### config.mk
export PLATFORM = sky130hd
export DESIGN_NAME = pgm_addr_seq
export DESIGN_NICKNAME = d
export VERILOG_FILES = /design/src/rtl/pgm_seq_pkg.sv /design/src/rtl/pgm_entry_det.sv /design/src/rtl/pgm_loc_ctr.sv /design/src/rtl/pgm_addr_seq.sv
export SDC_FILE = /design/constraint.sdc
export NUM_CORES = 1
export LEC_CHECK = 0
export ABC_AREA = 1
export BUFFER_PORTS_ARGS = -buffer_cell sky130_fd_sc_hd__buf_2
export CAP_MARGIN = 30
export CORE_ASPECT_RATIO = 0.6
export CORE_MARGIN = 4
export CORE_UTILIZATION = 40
export DETAILED_ROUTE_END_ITERATION = 12
export HOLD_SLACK_MARGIN = 0.06
export SETUP_SLACK_MARGIN = 0.2
export SKIP_CTS_REPAIR_TIMING = 1
export SLEW_MARGIN = 15
export SYNTH_ARGS = -nofsm -noshare
export SYNTH_HDL_FRONTEND = slang
export SYNTH_SLANG_ARGS = --single-unit
### constraint.sdc
create_clock -name clk_i -period 4.1 [get_ports clk_i]
set_clock_uncertainty 0.1 [all_clocks]
set_input_delay 0.615 -clock clk_i [delete_from_list [all_inputs] [get_ports clk_i]]
set_output_delay 0.615 -clock clk_i [all_outputs]
set_load 0.01 [all_outputs]
### src/rtl/pgm_seq_pkg.sv
package pgm_seq_pkg;
  typedef enum logic [1:0] {
    LOC_CFG  = 2'd0,
    LOC_USER = 2'd1,
    LOC_TEST = 2'd2
  } loc_region_e;
endpackage

### src/rtl/pgm_entry_det.sv
module pgm_entry_det (
  input  logic clk_i,
  input  logic rst_ni,
  input  logic hv_i,
  input  logic data0_i,
  input  logic data1_i,
  output logic mode_o,
  output logic leave_o
);
  logic hv_q, mode_q, enter;

  assign enter = hv_i & ~hv_q & ~data0_i & ~data1_i;

  always_ff @(posedge clk_i or negedge rst_ni) begin
    if (!rst_ni) begin
      hv_q   <= 1'b0;
      mode_q <= 1'b0;
    end else begin
      hv_q <= hv_i;
      if (!hv_i)      mode_q <= 1'b0;
      else if (enter) mode_q <= 1'b1;
    end
  end

  assign mode_o  = mode_q;
  assign leave_o = mode_q & ~hv_i;

  assert_entry_qualified_R2: assert property (@(posedge clk_i) disable iff (!rst_ni)
    $rose(mode_q) |-> $past(hv_i && !data0_i && !data1_i));
  assert_exit_on_drop_R8: assert property (@(posedge clk_i) disable iff (!rst_ni)
    (mode_q && !hv_i) |=> !mode_q);
endmodule

### src/rtl/pgm_loc_ctr.sv
module pgm_loc_ctr
  import pgm_seq_pkg::*;
#(
  parameter int USER_WORDS = 512,
  parameter int TEST_WORDS = 16,
  localparam int AW = $clog2(USER_WORDS),
  localparam int TW = (TEST_WORDS > 1) ? $clog2(TEST_WORDS) : 1
) (
  input  logic          clk_i,
  input  logic          rst_ni,
  input  logic          mode_i,
  input  logic          leave_i,
  input  logic          incr_i,
  output loc_region_e   region_o,
  output logic [AW-1:0] uaddr_o,
  output logic [TW-1:0] toff_o
);
  localparam logic [AW-1:0] U_LAST = AW'(USER_WORDS - 1);
  localparam logic [TW-1:0] T_LAST = TW'(TEST_WORDS - 1);

  loc_region_e   region_q;
  logic [AW-1:0] uaddr_q;
  logic [TW-1:0] toff_q;
  logic          active, step;

  assign active = mode_i & ~leave_i;
  assign step   = active & incr_i;

  always_ff @(posedge clk_i or negedge rst_ni) begin
    if (!rst_ni) begin
      region_q <= LOC_CFG;
      uaddr_q  <= '0;
      toff_q   <= '0;
    end else if (!active) begin
      region_q <= LOC_CFG;
      uaddr_q  <= '0;
      toff_q   <= '0;
    end else if (step) begin
      unique case (region_q)
        LOC_CFG: begin
          region_q <= LOC_USER;
          uaddr_q  <= '0;
        end
        LOC_USER: begin
          if (uaddr_q == U_LAST) begin
            region_q <= LOC_TEST;
            uaddr_q  <= '0;
            toff_q   <= '0;
          end else begin
            uaddr_q <= uaddr_q + 1'b1;
          end
        end
        LOC_TEST: if (toff_q != T_LAST) toff_q <= toff_q + 1'b1;
        default:  region_q <= LOC_CFG;
      endcase
    end
  end

  assign region_o = region_q;
  assign uaddr_o  = uaddr_q;
  assign toff_o   = toff_q;

  assert_cfg_to_zero_R4: assert property (@(posedge clk_i) disable iff (!rst_ni)
    (step && region_q == LOC_CFG) |=> (region_q == LOC_USER && uaddr_q == '0));
  assert_user_step_R5: assert property (@(posedge clk_i) disable iff (!rst_ni)
    (step && region_q == LOC_USER && uaddr_q != U_LAST) |=> (uaddr_q == $past(uaddr_q) + 1'b1));
  assert_wrap_to_test_R6: assert property (@(posedge clk_i) disable iff (!rst_ni)
    (step && region_q == LOC_USER && uaddr_q == U_LAST) |=> (region_q == LOC_TEST && toff_q == '0));
  assert_test_saturate_R7: assert property (@(posedge clk_i) disable iff (!rst_ni)
    (region_q == LOC_TEST && toff_q == T_LAST && active) |=> (toff_q == T_LAST));
  assert_idle_ignored_R9: assert property (@(posedge clk_i) disable iff (!rst_ni)
    (!mode_i) |=> (region_q == LOC_CFG));
endmodule

### src/rtl/pgm_addr_seq.sv
module pgm_addr_seq
  import pgm_seq_pkg::*;
#(
  parameter int USER_WORDS = 512,
  parameter int TEST_WORDS = 16,
  localparam int AW = $clog2(USER_WORDS),
  localparam int TW = (TEST_WORDS > 1) ? $clog2(TEST_WORDS) : 1
) (
  input  logic          clk_i,
  input  logic          rst_ni,
  input  logic          hv_i,
  input  logic          data0_i,
  input  logic          data1_i,
  input  logic          incr_i,
  output logic          prog_mode_o,
  output logic          cfg_sel_o,
  output logic [AW-1:0] user_addr_o,
  output logic          test_sel_o,
  output logic [TW-1:0] test_off_o
);
  logic          mode, leave;
  loc_region_e   region;
  logic [AW-1:0] uaddr;
  logic [TW-1:0] toff;

  pgm_entry_det u_entry (
    .clk_i   (clk_i),
    .rst_ni  (rst_ni),
    .hv_i    (hv_i),
    .data0_i (data0_i),
    .data1_i (data1_i),
    .mode_o  (mode),
    .leave_o (leave)
  );

  pgm_loc_ctr #(
    .USER_WORDS (USER_WORDS),
    .TEST_WORDS (TEST_WORDS)
  ) u_ctr (
    .clk_i    (clk_i),
    .rst_ni   (rst_ni),
    .mode_i   (mode),
    .leave_i  (leave),
    .incr_i   (incr_i),
    .region_o (region),
    .uaddr_o  (uaddr),
    .toff_o   (toff)
  );

  assign prog_mode_o = mode;
  assign cfg_sel_o   = mode && (region == LOC_CFG);
  assign test_sel_o  = mode && (region == LOC_TEST);
  assign user_addr_o = (region == LOC_USER) ? uaddr : '0;
  assign test_off_o  = (region == LOC_TEST) ? toff : '0;

  assert_flags_exclusive_R4: assert property (@(posedge clk_i) disable iff (!rst_ni)
    $onehot0({cfg_sel_o, test_sel_o}));
endmodule

; ---- After elaboration in Yosys (flattened, before gate mapping)
; Cells that the tools add are included.
[totals]
reg_bits = 17
latch_bits = 0
ramBits = 0
romBits = 0
in_bits = 6
output_inout_bits = 16
word_cells = 52
mem_count = 0
[classes]
add_sub_neg = 2
mul = 0
n_div = 0
n_lt_le_gt_ge = 0
n_eq_ne = 11
shifts = 0
n_mux = 17
n_bitwise = 11
reduce_logical = 6
[ops]
columns = operator, n
row1 = $mux W9, 4
row2 = $mux W4, 5
row3 = $pmux W9 S2, 1
row4 = $ne A3 B3 Y1 const B, 4
row5 = $add A9 B1 Y9 const B, 1
row6 = $eq A9 B9 Y1 const B, 1
row7 = $pmux W4 S2, 1
row8 = $and A1 B1 Y1, 6
row9 = $mux W2, 3
row10 = $pmux W2 S3, 1
row11 = $not A1 Y1, 5
row12 = $add A4 B1 Y4 const B, 1
row13 = $ne A2 B2 Y1 const B, 2
row14 = $ne A4 B4 Y1 const B, 1
row15 = $reduce_and A4 Y1, 1
row16 = $reduce_and A3 Y1, 1
row17 = $eq A2 B1 Y1 const B, 1
row18 = $eq A2 B2 Y1 const B, 1
row19 = $logic_and A1 B1 Y1, 2
row20 = $logic_not A2 Y1, 1
row21 = $mux W1, 2
row22 = $ne A2 B1 Y1 const B, 1
row23 = $reduce_and A2 Y1, 1

; ---- Longest topological paths before layout
; Gate-level depths: netlist of the first run.
[depth]
word_depth = 7
depth_mapped = 11
mapped_depth_nobuf = 11

; ---- Cells and area by module
; Synthesis of the first run repeated with hierarchy kept, for this count alone.
[unflattened]
cells_unflattened = 161
area_unflattened_um2 = 1126.1
[modules_own_cells]
columns = module, n_inst, cells_each, area_each_um2, seq_area_each_um2
row1 = pgm_loc_ctr, 1, 118, 914.6, 375.4
row2 = pgm_addr_seq, 1, 34, 130.1, 0.0
row3 = pgm_entry_det, 1, 9, 81.3, 50.0

; ---- Least setup slack after synthesis of the first run
; Ideal clock, no wire load.
[synth_path]
kind = register to register
start = reg u_ctr.uaddr_q[1], in the netlist u_ctr.uaddr_o[1]
end = reg u_ctr.region_q[1], in the netlist u_ctr.region_o[1]
setup_time_ns = 0.122
arrival_ns = 1.425
required_time_ns = 3.878
slack_ns = 2.454
stages_incl_launch_ff = 12
n_path_buf = 0
synth_period_minus_slack_ns = 1.646
cell_sequence = dfrtp_1 ha_1 nand3_1 nor4_1 ha_1 nor2_1 nand2_4 nand2_4 inv_2 nand2_4 nor2_1 a21oi_2
[synth_via]
elab_chain_len = 3
[synth_rtl]
columns = item, line
row1 = from (decl), pgm_loc_ctr.sv:22  ; logic [AW-1:0] uaddr_q;
row2 = from (signal assigned), pgm_loc_ctr.sv:50  ; uaddr_q <= uaddr_q + 1'b1;
row3 = $eq A9 B9 Y1, pgm_loc_ctr.sv:45  ; if (uaddr_q == U_LAST) begin
row4 = $ne A3 B3 Y1 (no source line), n/a
row5 = $reduce_and A3 Y1 (no source line), n/a
row6 = to (signal assigned), pgm_loc_ctr.sv:41  ; region_q <= LOC_USER;
row7 = to (signal assigned), pgm_loc_ctr.sv:46  ; region_q <= LOC_TEST;
row8 = to (signal assigned), pgm_loc_ctr.sv:54  ; default: region_q <= LOC_CFG;
row9 = to (decl), pgm_loc_ctr.sv:21  ; loc_region_e region_q;
; Every way passes these cells.
; A chain may end at the register's enable or synchronous reset.

; ---- Worst setup path after layout of the first run
[layout_path]
start = reg u_ctr.region_q[1], in the netlist u_ctr.region_o[1]
end = out user_addr_o[1]
[layout_via]
elab_chain_len = 2
[layout_rtl]
columns = item, line
row1 = from (signal assigned), pgm_loc_ctr.sv:31  ; region_q <= LOC_CFG;
row2 = from (signal assigned), pgm_loc_ctr.sv:35  ; region_q <= LOC_CFG;
row3 = from (signal assigned), pgm_loc_ctr.sv:41
row4 = $eq A2 B1 Y1, pgm_addr_seq.sv:53  ; assign user_addr_o = (region == LOC_USER) ? uaddr : '0;
row5 = $mux W9, pgm_addr_seq.sv:53
row6 = to (decl), pgm_addr_seq.sv:17  ; output logic [AW-1:0] user_addr_o,
; Every way passes these cells.

==> results of run 1 <==
-- cell families after synthesis --
logic type,after synthesis
and+or+nand+nor,73
buffers and inverters,31
xor gates and xnor gates,2
adders and majority gates,7
AOI/OAI and AO/OA,19
DFF,17
-- worst max-delay path, delay by kind of cell (launching register included) --
family,cells,cell delay [ns]
adder cells (fa/ha/maj),1,0.47
flip-flops,1,0.39
buffers and inverters,3,0.33
AND/OR/NAND/NOR,1,0.11
-- per-layer routing --
| metal | GRT usage | up-vias | wire length (µm) |
|---|---|---|---|
| li1 | - | 506 | - |
| met1 | 0.210 | 456 | 1310 |
| met2 | 0.184 | 36 | 940 |
| met3 | 0.0627 | 2 | 198 |
| met4 | 0.0271 | 0 | 12 |
| met5 | 0 | - | 0 |
-- registers in the layout (all words and copies together) (netlist names) --
| signal | flops |
|---|---|
| u_ctr.region_o | 2 |
| u_ctr.uaddr_o | 9 |
| u_entry.hv_q | 1 |
| u_entry.mode_o | 1 |
| u_ctr.toff_o | 4 |
-- path summary, 6_finish.rpt --
path / depth (start not counted) / slack, ns / endpoint
worst max register to register: 10 / 2.10 / u_ctr.toff_o[2]
max in group asynchronous: 1 / 3.43 / u_ctr.uaddr_o[6]
worst min-delay path: 1 / 0.18 / u_ctr.toff_o[0]
min in group clk_i: 3 / 0.42 / u_entry.mode_o
worst min register to register: 3 / 0.42 / u_entry.mode_o
worst max-delay path: 5 / 1.84 / user_addr_o[1]
-- metrics by stage --
step	cell area, µm²	cells
5_1_grt	1300	205
4_1_cts	1300	205
6_report	1300	205
3_3_place_gp	1250	201
3_5_place_dp	1250	201
2_1_floorplan	1120	149
-- cell usage in the layout, fill, tap and decap left out --
master and count:
nand2_1 38, xor2_1 2, nor2_4 2, nand2_4 4, inv_1 28, o21ai_2 1, o21ai_0 11, nor2_1 14
inv_2 1, ha_1 7, nand2_2 2, a21oi_1 3, nor2_2 1, a21oi_2 3, buf_2 21, inv_4 1
clkbuf_8 3, dfrtp_1 17, nor4_1 1, nand3_2 1, clkbuf_1 1, nand3_1 9, nor3_1 1, a22o_1 1
-- layout make-up --
type / instances / area (µm²) / share of cell area
multi-input combinational: 101 / 567 / 0.437
sequential: 17 / 425 / 0.328
tap: 32 / 40.0 / 0.0309
clock buffer: 4 / 45.0 / 0.0347
timing repair buffer: 21 / 105 / 0.0810
inverter: 30 / 115 / 0.0887
-- power breakdown --
| part | switching, mW | internal [mW] | total (mW) |
|---|---|---|---|
| Clock | 0.0558 | 0.0689 | 0.125 |
| Sequential | 0.00153 | 0.169 | 0.171 |
| Combinational | 0.0182 | 0.00736 | 0.0256 |
==> summary.md, run 1 <==
| Metric | Value |
|---|---|
| Status | completed |
| CTS buffer count | 3 |
| Flip-flop and latch count after synthesis | 17 |
| Dpl hpwl | 1.92 mm |
| Sequential fraction of the synthesis area | 0.380 |
| Post-synth EDFFs | 0 |
| RSZ-0062 raised after global routing | no |
| PnR Total Power | 0.321 mW |
| Layout cells sized above 1 | 0.231 |
| DRC | 0 |
| First-pass GRT wire length | 4.25 mm |
| Die width | 76.3 µm |
| Largest cells by area after synthesis | dfrtp_1, nand2_1, inv_1 |
| Synth top cells by count | nand2_1, inv_1, dfrtp_1 |
| Synth warn | 0 |
| Gate count after technology mapping | 149 |
| XOR/XNOR share of the synthesized area | 0.0157 |
| Hold slack | 0.182 ns |
| Critical path class | reg -> out |
| Number of vias per cell | around 4.9 |
| Post-Syn Area | ~0.0011 mm² |
| Antenna-violating nets left | 0 |
| Leakage | roughly 0.77 nW |
| Pwr/cell area | 248 mW/mm² |
| Routed len/inst | 12.0 µm |
| Clk Latency, worst-skew pair | 0.25 ns |
| CTS Sinks | 17 |
| Initial Utilization | 0.431 |
| Setup_tns | 0 ns |
| I/O Pins | 22 |
| Deepest clock path buffer count | 2 |
| DR pass1 iterations | 4 |
| Area leader, netlist | dfrtp_1 |
| Most frequent cell after synthesis | nand2_1 |
| Syn_area_per_cell | 7.51 µm² |
| Post-synthesis simple-gate area fraction | 0.311 |
| Final Slew Violations | 0 |
| Library cells used by synthesis | 22 |
| Compound-Gate Fraction of Synth Area | 0.102 |
| Fin crit share | 0.552 |
| FFs w/ async S/R, synth | 1.00 |
| Fillers | around 260 |
| Routed WL | about 2.5 mm |
| Worst hold-check path type | in -> async |
| Worst setup SP type | register |
| Rows | 14 |
| Core Box Area | 0.00259 mm² |
| Worst path slowest cell | ha_1 |
| Total track usage | 0.141 |
| Reg-to-Reg Start | u_ctr.uaddr_o[1] |
| Max-slew headroom | 0.689 |
| # setup viols final | 0 |
| Max H-tree Level | 1 |
| Initial antenna violation count | 0 |
| VDD IR max | around 130 µV |
| Core Util, Final | 0.500 |
| Port bufs | 21 |
| Most frequent CP cell | inv_1 |
| Synth-to-Final Area Change | 16.0% |
| Setup slack after placement | 2.08 ns |
| Routability cong. | 0.860 |
| Clk root buf | clkbuf_8 |
| Final min period | 2.26 ns |
| Crit path launch | u_ctr.region_o[1] |
| Vias in the first global route | 901 |
| Main synth FF type | dfrtp_1 |
| Post-Synth Adder-Cell Area | 0.0783 |
| Hold Violations, Final | 0 |
| Via count | 1000 |
| CP max stage delay | 0.47 ns |
| FMAX | about 440 MHz |
| TritonCTS clock tree | built |
| DRT iter0 DRCs | 92 |
| Ant diodes | 0 |
| Layout Nets | 187 |
| PnR worst setup slack | 1.84 ns |
| Post-synthesis mux area share | 0 |
| Share of the synthesized area in the top cell type | 0.380 |
| CTS clk-pin slew, worst paths | ~0.07 ns |
| Syn nets | 162 |
| Crit. End Element | output pin |
| Largest family of logic cells by synthesized area | simple AND/OR/NAND/NOR gates |
| Largest net degree at the start of global routing | 18 |
| Required time worst endpoint | 3.38 ns |
| Die height | about 49 µm |
| Actual slew at the worst max-slew pin | between 0.4 and 0.5 ns |
| GRT overflow | 0 |
| Die area | around 0.0037 mm² |
| CP arrival | 1.55 ns |
| Critical path peak fanout | 11 |
| Worst path cell trace | inv_1 > ha_1 > nand2_1 > inv_1 > buf_2 |
| MaxCap Viol Count | 0 |
No activity file was read; power rests on OpenSTA's default activity.
==> run 2, diff against run 1 <==
==> constraint.sdc (replaced) <==
create_clock -name clk_i -period 2.15 [get_ports clk_i]
set_clock_uncertainty 0.1 [all_clocks]
set_input_delay 0.3225 -clock clk_i [delete_from_list [all_inputs] [get_ports clk_i]]
set_output_delay 0.3225 -clock clk_i [all_outputs]
set_load 0.01 [all_outputs]
==> run 2 against run 1 <==
Against the previous run: non-clock buffer count up 2; cell count up 0.98%; wire length down 2.9%.
==> summary.md, run 2 (synthesis results as in run 1) <==
| Metric | Value |
|---|---|
| Status | completed |
| Leakage | 0.784 nW (+1.3%) |
| Worst setup SP type | register |
| Final Slew Violations | 0 (unchanged) |
| First-pass GRT wire length | 3.99 mm (-6.2%) |
| Clk root buf | clkbuf_8 |
| GRT overflow | 0 (unchanged) |
| Register area | 425 µm² (unchanged) |
| Number of vias per cell | 4.72 (-3.2%) |
| FMAX | approximately 540 MHz |
| Fillers | 266 (+0.76%) |
| Fin area | 0.00133 mm² (+2.3%) |
| CTS buffer count | 3 (unchanged) |
| Reg-to-Reg Start | u_ctr.uaddr_o[1] |
| Layout Nets | 189 (+1.1%) |
| Actual slew at the worst max-slew pin | 0.406 ns (-0.0612 ns) |
| Max-slew headroom | 0.729 (+0.0408) |
| Vias in the first global route | 847 (-6.0%) |
| Dpl hpwl | 1.95 mm (+1.4%) |
| I/O Pins | 22 (unchanged) |
| Routability cong. | 0.782 (-9.0%) |
| MaxCap Viol Count | 0 (unchanged) |
| Total track usage | 0.133 (-0.00760) |
| Hold Violations, Final | 0 (unchanged) |
| Routed WL | 2.39 mm (-2.9%) |
| Fin crit share | 0.858 |
| Deepest clock path buffer count | 2 (unchanged) |
| Crit. End Element | register |
| Routed len/inst | 11.5 µm (-3.8%) |
| RSZ-0062 raised after global routing | no |
| Critical path peak fanout | 6 (-5) |
| Largest register FFs | 9 (unchanged) |
| Critical path class | reg -> reg |
| Core Box Area | 0.00259 mm² (unchanged) |
| Worst hold-check path type | in -> reg |
| Max H-tree Level | 1 (unchanged) |
| Most common cell after layout, fill and taps aside | nand2_1 |
| Most frequent CP cell | nand2_4 |
| DR pass1 iterations | 4 (unchanged) |
| Area of the multi-input gates | 579 µm² (+2.2%) |
| Via count | 977 (-2.3%) |
| DRT iter0 DRCs | 45 (-51%) |
| Post-placement cell area | 0.00126 mm² (+0.60%) |
| Die height | 49.0 µm (unchanged) |
| VDD IR max | 328 µV (+160%) |
| TritonCTS clock tree | built |
| Die width | 76.3 µm (unchanged) |
| # setup viols final | 0 (unchanged) |
| Hold_sp | hv_i |
| Die area | 0.00373 mm² (unchanged) |
| CP max stage delay | 0.39 ns (-0.08 ns) |
| CTS clk-pin slew, worst paths | 0.07 ns (about the same) |
| Synth-to-Final Area Change | 18.7% |
| Most frequent cells in the layout | nand2_1, inv_1, buf_2 |
| Core Util, Final | 0.512 (+0.0116) |
| Initial antenna violation count | 0 (unchanged) |
| Worst path slowest cell | dfrtp_1 |
| CP arrival | 1.88 ns (+0.33 ns) |
| Clk Latency, worst-skew pair | 0.25 ns (about the same) |
| Pwr/cell area | 467 mW/mm² (+88%) |
| Port bufs | 21 (unchanged) |
| Worst path cell trace | ha_1 > nand3_1 > nor4_1 > ha_1 > nor2_1 > nand2_4 > nand2_4 > inv_2 > nand2_4 > nor2_1 > a21oi_2 |
| Ant diodes | 0 (unchanged) |
| DRC | 0 (unchanged) |
| Layout cells sized above 1 | 0.240 (+0.00879) |
| Largest net degree at the start of global routing | 18 (unchanged) |
| Setup_tns | 0 ns (unchanged) |
| Rows | 14 (unchanged) |
| Initial Utilization | 0.431 (unchanged) |
| Crit path launch | u_ctr.uaddr_o[1] |
| Required time worst endpoint | 2.19 ns (-1.19 ns) |
| Final min period | 1.84 ns |
| CTS Sinks | 17 (unchanged) |
| Antenna-violating nets left | 0 (unchanged) |
==> run 2: changes by cell type in the layout (fill, tap and decap cells not counted) <==
| cell | previous run | this run |
|---|---|---|
| ha_4 | 0 | 1 |
| ha_1 | 7 | 6 |
| dlygate4sd3_1 | 0 | 1 |
| buf_4 | 0 | 1 |
==> run 2: critical path: cells and delay by family, from the launching register on <==
kind            cells  cell delay (ns)
simple gates        7             0.73
flops               1             0.39
fa+ha+maj           2             0.37
buf+inv             1             0.08
compound gates      1             0.05
==> run 2: report_power, final <==
group          total, mW  internal [mW]  switching, mW  leakage [nW]
Combinational     0.0516         0.0169         0.0346         0.527
Clock              0.242          0.132          0.110        0.0228
Sequential         0.326          0.323        0.00311         0.234
Total              0.620          0.472          0.148         0.784
==> run 2: layout make-up <==
class                           instances  share of cell area
Multi-Input combinational cell        101               0.436
Timing Repair Buffer                   23              0.0924
Clock buffer                            4              0.0339
Sequential cell                        17               0.320
Inverter                               30              0.0867
Tap cell                               32              0.0302
==> run 2: path summary, 6_finish.rpt <==
path | slack (ns) | to | cells after the start
worst max-delay path | 0.31 | u_ctr.region_o[1] | 11
worst min-delay path | 0.13 | u_entry.hv_q | 1
worst max register to register | 0.31 | u_ctr.region_o[1] | 11
min in group asynchronous | 0.43 | u_ctr.region_o[1] | 2
worst min register to register | 0.42 | u_entry.mode_o | 3
max in group asynchronous | 1.24 | u_ctr.uaddr_o[4] | 2
==> run 2: routing by layer <==
metal | GRT usage | wire (µm) | vias to the layer above
met5 | 0 | 0 | -
met4 | 0.0181 | 14 | 0
met3 | 0.0480 | 132 | 4
met2 | 0.165 | 892 | 19
met1 | 0.215 | 1350 | 439
li1 | - | - | 515
==> run 2: through the flow <==
stage                     power, mW  hold WS (ns)  instances  setup WS, ns
final                         0.620         0.129        207         0.306
after global routing          0.648         0.143        207         0.209
after CTS                     0.626        -0.103        206         0.113
after detailed placement      0.382         0.173        202         0.286
after global placement        0.381         0.176        202         0.376
after floorplan               0.361       -0.0731        149         0.504
